===== config.mk =====
export PLATFORM = sky130hd
export DESIGN_NAME = core_pwr_ctl
export DESIGN_NICKNAME = d
export VERILOG_FILES = /design/src/rtl/core_pwr_pkg.sv /design/src/rtl/cpc_sync.sv /design/src/rtl/cpc_wake_detect.sv /design/src/rtl/cpc_state_fsm.sv /design/src/rtl/core_pwr_ctl.sv
export SDC_FILE = /design/constraint.sdc
export NUM_CORES = 1
export LEC_CHECK = 0
export ABC_AREA = 1
export BUFFER_PORTS_ARGS = -buffer_cell sky130_fd_sc_hd__buf_2
export CORE_MARGIN = 8
export CORE_UTILIZATION = 30
export DETAILED_ROUTE_END_ITERATION = 7
export GPL_TIMING_DRIVEN = 1
export SLEW_MARGIN = 20
export SYNTH_ARGS = -nofsm -noshare
export SYNTH_HDL_FRONTEND = slang
export SYNTH_HIERARCHICAL = 1
export SYNTH_SLANG_ARGS = --single-unit

===== constraint.sdc =====
create_clock -name clk -period 3.5 [get_ports clk]
set_input_delay 0.525 -clock clk [delete_from_list [all_inputs] [get_ports clk]]
set_output_delay 0.525 -clock clk [all_outputs]
set_load 0.01 [all_outputs]

===== src/rtl/core_pwr_pkg.sv =====
// Shared types and bit positions for the core power-state controller.
// Assumes: the synchronized input vector uses the index layout below.
package core_pwr_pkg;

    typedef enum logic [1:0] {
        PS_RUN   = 2'b00,
        PS_HALT  = 2'b01,
        PS_MWAIT = 2'b10,
        PS_STGNT = 2'b11
    } pstate_e;

    localparam int SYNC_STAGES = 2;
    localparam int NUM_LVL_WAKE = 6;
    localparam int SYNC_W = NUM_LVL_WAKE + 2;
    localparam int IDX_STOP_N = 0;
    localparam int IDX_AWRAP = 1;
    localparam int IDX_LVL_LO = 2;
    localparam logic [SYNC_W-1:0] SYNC_RST = SYNC_W'(1) << IDX_STOP_N;

endpackage


===== src/rtl/cpc_sync.sv =====
// Multi-stage synchronizer for a vector of asynchronous levels.
// Assumes: each bit is an independent level, held for at least STAGES+1 cycles.
module cpc_sync #(
    parameter int WIDTH  = 8,
    parameter int STAGES = 2,
    parameter logic [WIDTH-1:0] RST_VAL = '0
) (
    input  logic             clk,
    input  logic             rst_n,
    input  logic [WIDTH-1:0] async_in,
    output logic [WIDTH-1:0] sync_out
);
    logic [WIDTH-1:0] chain [STAGES];

    genvar s;
    generate
        for (s = 0; s < STAGES; s++) begin : g_stage
            // Shift each stage of the synchronizer chain.
            always_ff @(posedge clk) begin
                if (!rst_n) begin
                    chain[s] <= RST_VAL;
                end else if (s == 0) begin
                    chain[s] <= async_in;
                end else begin
                    chain[s] <= chain[(s == 0) ? 0 : s-1];
                end
            end
        end
    endgenerate

    assign sync_out = chain[STAGES-1];
endmodule


===== src/rtl/cpc_wake_detect.sv =====
// Forms the stop request and the combined wake condition from synchronized inputs.
// Assumes: inputs are already synchronized; address-wrap counts only on a level change.
module cpc_wake_detect
    import core_pwr_pkg::*;
(
    input  logic              clk,
    input  logic              rst_n,
    input  logic [SYNC_W-1:0] sync_vec,
    output logic              stop_req,
    output logic              halt_break
);
    logic awrap_prev;
    logic awrap_edge;
    logic lvl_any;

    // Remember the last synchronized address-wrap level.
    always_ff @(posedge clk) begin
        if (!rst_n) begin
            awrap_prev <= 1'b0;
        end else begin
            awrap_prev <= sync_vec[IDX_AWRAP];
        end
    end

    // Combine the edge and the level wake sources.
    always_comb begin
        awrap_edge = sync_vec[IDX_AWRAP] ^ awrap_prev;
        lvl_any    = |sync_vec[IDX_LVL_LO +: NUM_LVL_WAKE];
        halt_break = awrap_edge | lvl_any;
        stop_req   = ~sync_vec[IDX_STOP_N];
    end
endmodule


===== src/rtl/cpc_state_fsm.sv =====
// Power-state machine with a remembered return state for stop-grant.
// Assumes: pulses and core_reset_req are synchronous; stop_req/halt_break synchronized.
module cpc_state_fsm
    import core_pwr_pkg::*;
(
    input  logic    clk,
    input  logic    rst_n,
    input  logic    core_reset_req,
    input  logic    stop_req,
    input  logic    halt_break,
    input  logic    halt_pulse,
    input  logic    mwait_pulse,
    input  logic    mon_event,
    input  logic    smi_done,
    input  logic    smi_to_halt,
    input  logic    snoop_req,
    output pstate_e state,
    output logic    snoop_ack
);
    pstate_e state_nxt;
    pstate_e ret_q;
    pstate_e ret_nxt;

    // Next-state and return-state selection.
    always_comb begin
        state_nxt = state;
        ret_nxt   = ret_q;
        if (core_reset_req) begin
            state_nxt = PS_RUN;
            ret_nxt   = PS_RUN;
        end else begin
            unique case (state)
                PS_RUN: begin
                    if (stop_req) begin
                        state_nxt = PS_STGNT;
                        ret_nxt   = PS_RUN;
                    end else if (smi_done) begin
                        state_nxt = smi_to_halt ? PS_HALT : PS_RUN;
                    end else if (halt_pulse) begin
                        state_nxt = PS_HALT;
                    end else if (mwait_pulse) begin
                        state_nxt = PS_MWAIT;
                    end
                end
                PS_HALT: begin
                    if (stop_req) begin
                        state_nxt = PS_STGNT;
                        ret_nxt   = PS_HALT;
                    end else if (halt_break) begin
                        state_nxt = PS_RUN;
                    end
                end
                PS_MWAIT: begin
                    if (stop_req) begin
                        state_nxt = PS_STGNT;
                        ret_nxt   = PS_MWAIT;
                    end else if (halt_break || mon_event) begin
                        state_nxt = PS_RUN;
                    end
                end
                PS_STGNT: begin
                    if (!stop_req) begin
                        state_nxt = ret_q;
                    end
                end
                default: state_nxt = PS_RUN;
            endcase
        end
    end

    // State, return-state and snoop-acknowledge registers.
    always_ff @(posedge clk) begin
        if (!rst_n) begin
            state     <= PS_RUN;
            ret_q     <= PS_RUN;
            snoop_ack <= 1'b0;
        end else begin
            state     <= state_nxt;
            ret_q     <= ret_nxt;
            snoop_ack <= snoop_req && (state == PS_HALT);
        end
    end
endmodule


===== src/rtl/core_pwr_ctl.sv =====
// Top of the core power-state controller: synchronizers, wake logic, state machine.
// Assumes: system-side inputs are asynchronous; core-side inputs are synchronous to clk.
module core_pwr_ctl
    import core_pwr_pkg::*;
(
    input  logic       clk,
    input  logic       rst_n,
    input  logic       halt_pulse,
    input  logic       mwait_pulse,
    input  logic       smi_done,
    input  logic       smi_to_halt,
    input  logic       mon_event,
    input  logic       core_reset_req,
    input  logic       stpclk_n,
    input  logic       addr_wrap_mask,
    input  logic       init_req,
    input  logic       intr_req,
    input  logic       nmi_req,
    input  logic       probe_req,
    input  logic       smi_req,
    input  logic       lapic_irq,
    input  logic       snoop_req,
    output logic [1:0] pstate,
    output logic       core_clk_en,
    output logic       snoop_ack
);
    logic [SYNC_W-1:0] raw_vec;
    logic [SYNC_W-1:0] sync_vec;
    logic              stop_req;
    logic              halt_break;
    pstate_e           state;

    assign raw_vec = {lapic_irq, smi_req, probe_req, nmi_req, intr_req, init_req,
                      addr_wrap_mask, stpclk_n};

    cpc_sync #(
        .WIDTH  (SYNC_W),
        .STAGES (SYNC_STAGES),
        .RST_VAL(SYNC_RST)
    ) u_sync (
        .clk     (clk),
        .rst_n   (rst_n),
        .async_in(raw_vec),
        .sync_out(sync_vec)
    );

    cpc_wake_detect u_wake (
        .clk       (clk),
        .rst_n     (rst_n),
        .sync_vec  (sync_vec),
        .stop_req  (stop_req),
        .halt_break(halt_break)
    );

    cpc_state_fsm u_fsm (
        .clk           (clk),
        .rst_n         (rst_n),
        .core_reset_req(core_reset_req),
        .stop_req      (stop_req),
        .halt_break    (halt_break),
        .halt_pulse    (halt_pulse),
        .mwait_pulse   (mwait_pulse),
        .mon_event     (mon_event),
        .smi_done      (smi_done),
        .smi_to_halt   (smi_to_halt),
        .snoop_req     (snoop_req),
        .state         (state),
        .snoop_ack     (snoop_ack)
    );

    assign pstate      = state;
    assign core_clk_en = (state == PS_RUN);
endmodule


==> run summary <==
Number of antenna violations at the first check in global routing: 0. The deepest level of the CTS H-tree is 1. The floorplan step defined a core boundary enclosing 0.003053 mm2. The via count of the first global-routing pass was 717. Across the run, the number of max-cap violations was 0.

The post-synth net total was 150. Total of fill cells in the finished design: 353. Synthesis handed over a netlist of 127 instances. The post-detailed-routing wire length was 1.554 mm.

Counting tap cells, the placed design contains a total of 188 instances. Before antenna repair, the detailed router went through 4 iterations. The finished cells cover 0.001117 mm2. For the finished layout, the period the worst path requires is 1.465 ns. The category of the most critical setup path was reg2out. The max-slew violation count was 0; the footprint of the flip-flops and latches was 440.4 um2. The first global-routing pass estimated 2.684 mm of wire.

The tools report the maximum number of buffers from clock root to sink as 2. The weighted congestion reported at the end of routability-driven placement is 0.8193, and the share of the cycle needed by the critical path after routing is 0.4186. The die is 72.82 um tall. The final total negative setup slack is 0 ns, and the maximum clock skew at final layout is 0.003050 ns. The ratio of cells with drive above 1 in the final layout was 0.2432. The tools report the buffer cell driving the clock tree root as sky130_fd_sc_hd__clkbuf_4. The total overflow left after global routing is 0. The ratio of routed vias to standard cells is 3.797, and the final hold slack is 0.3925 ns.

The flow ran to the end, and the final reports show no timing, DRC or antenna violations. TritonCTS built the clock tree. Timing would allow up to 0.6826 GHz. Post-CTS repair changed the size of 0 cells. The area growth from synthesis to layout is 15.37%. In this run the mean area of a mapped cell was 7.625 um2. The data arrival time of the worst path came out at 0.94 ns. After the last flow step, the layout net total stands at 172. On the critical path, the stage with the largest delay is an instance of sky130_fd_sc_hd__dfxtp_1. The logs give 0.06188 for the global-route total usage across every layer and 729 for the total number of vias. In the routed design, unresolved DRC markers number 0. The largest single stage delay on the critical path is 0.45 ns.

Buffers inserted to repair hold after CTS numbered 0. The number of failing hold endpoints at the final stage came out at 0. The worst setup path is captured at an output port. The detail route stage leaves a number of antenna-violating nets equal to 0.

The clock transition at the register clock pins on the worst setup and hold paths after CTS was 0.11 ns. Traced cell by cell, the critical path runs through nor2_1 -> buf_2. Setup repair after global routing left no endpoint under its margin. Dividing the detail-routed wire length by the instance count gives 8.094 um.

Entering global routing, the biggest net connects 19 pins. In this run the core area contains 20 standard-cell rows. Once detailed placement completed, the half-perimeter wirelength came to 1.252 mm.

The maximum fanout along the worst path came out at 6. The static power due to leakage is 0.6503 nW. For the number of diodes added for antenna fixing, the log shows 0. The combined area of the multi-input logic cells was 387.9 um2; the non-filler instance count after layout was 192. At the worst endpoint, the required time is 2.97 ns.

IR analysis of the VDD net gives a maximum drop of 0.0001849 V. Post-CTS timing repair inserted 0 buffers for setup. In this run the cell area measured after placement is 0.001081 mm2. Most common cell after layout, fill and taps aside: sky130_fd_sc_hd__nand2_1. The number of different library cells in the post-synthesis netlist is 18, and the clock insertion delay at the later pin of the skew report is 0.29 ns. In the layout the commonest cells are 40 x sky130_fd_sc_hd__nand2_1, 23 x sky130_fd_sc_hd__inv_1, 22 x sky130_fd_sc_hd__dfxtp_1, 20 x sky130_fd_sc_hd__buf_2, 14 x sky130_fd_sc_hd__nor2_1. The proportion of synthesized chip area in sequential cells was 0.4548. The logs give 0.005302 mm2 for the area enclosed by the die boundary and 3 for the number of CTS-inserted buffers.

The die is 72.82 um wide. The worst setup path is launched from a register. The quantity of I/O buffers inserted on ports is 20. For this design, the sink count on the clock tree is 22. The ratio of total power to cell area came out at 411.6 mW/mm2.

Setup violations remaining at the end of the flow were counted as 0. The warning count from the yosys run is 6, and the I/O pin count is 21. The worst hold path belongs to the class in2reg. The logs give 34 for the DRC marker count from the first detailed-route iteration and 0.3172 for the effective utilization at floorplan. The worst relative slew slack was 0.7805; the overall power consumption was 0.4599 mW. For the pin with the worst max-slew slack, the measured transition is 0.3293 ns. Summing every instance area after synthesis gives 968.4 um2. The synthesized design contains 22 register bits.
[per-layer routing]
layer / global-route usage / vias to the layer above / share of wire
met1: 0.06725 / 304 / 0.46
li1: - / 404 / -
met3: 0.03571 / 2 / 0.097
met4: 0.03333 / 0 / 0.0064
met5: 0 / - / 0
met2: 0.09245 / 19 / 0.43
[final timing paths]
kind / cells after the start / startpoint / slack (ns) / to
worst max-delay path: 2 / u_fsm/state[0]$_SDFFE_PP0P_ / 2.03 / core_clk_en
worst min-delay path: 3 / stpclk_n / 0.39 / u_sync/chain[0][0]$_SDFF_PN1_
worst max register to register: 8 / u_fsm/state[0]$_SDFFE_PP0P_ / 2.11 / u_fsm/state[0]$_SDFFE_PP0P_
worst min register to register: 2 / u_sync/chain[0][0]$_SDFF_PN1_ / 0.42 / u_sync/chain[1][0]$_SDFF_PN1_
[metrics by stage]
step	utilization	worst slack [ns]
6_report	0.3660	2.035
4_1_cts	0.3660	2.013
2_1_floorplan	-	2.179
5_1_grt	0.3660	1.939
3_5_place_dp	0.3541	2.116
3_3_place_gp	0.3541	2.136
[Yosys cell counts (all sizes together)]
cell type | instances | area (um2)
a21boi | 1 | 7.510
a21oi | 1 | 5.000
and2 | 1 | 6.260
buf | 3 | 42.54
dfxtp | 22 | 440.4
ha | 6 | 75.07
inv | 26 | 97.59
nand2 | 43 | 168.9
nand3 | 3 | 25.02
nand3b | 1 | 7.510
nor2 | 18 | 82.58
o21ai | 2 | 10.01
[area by class of cell]
| class | count | share of cell area |
|---|---|---|
| Clock buffer | 4 | 0.03247 |
| Inverter | 26 | 0.08735 |
| Tap cell | 44 | 0.04927 |
| Multi-Input combinational cell | 76 | 0.3471 |
| Timing Repair Buffer | 20 | 0.08959 |
| Sequential cell | 22 | 0.3942 |
[flip-flops by register name, indices dropped and copies added, names as in the netlist]
signal,count
u_sync/chain,16
u_wake/awrap_prev,1
u_fsm/ret_q,2
u_fsm/state,2
u_fsm/snoop_ack,1
[logic make-up after synthesis]
kind of cell,share of synthesized area
buffers and inverters,0.1447
adder cells (fa/ha/maj),0.07752
AO/OA/AOI/OAI,0.02325
AND/OR/NAND/NOR,0.2997
flip-flops,0.4548
[where the power goes]
part,switching [mW],leakage (nW),total [mW],internal (mW)
Combinational,0.0353,0.448,0.0609,0.0257
Clock,0.0690,0.0210,0.132,0.0634
Sequential,0.00512,0.181,0.267,0.261
Total,0.109,0.650,0.460,0.350
[worst max-delay path: cells and delay by family, from the launching register on]
kind | cells | cell delay, ns
buf+inv | 1 | 0.14
flops | 1 | 0.45
simple gates | 1 | 0.06
Power figures use the tool's default switching activity.
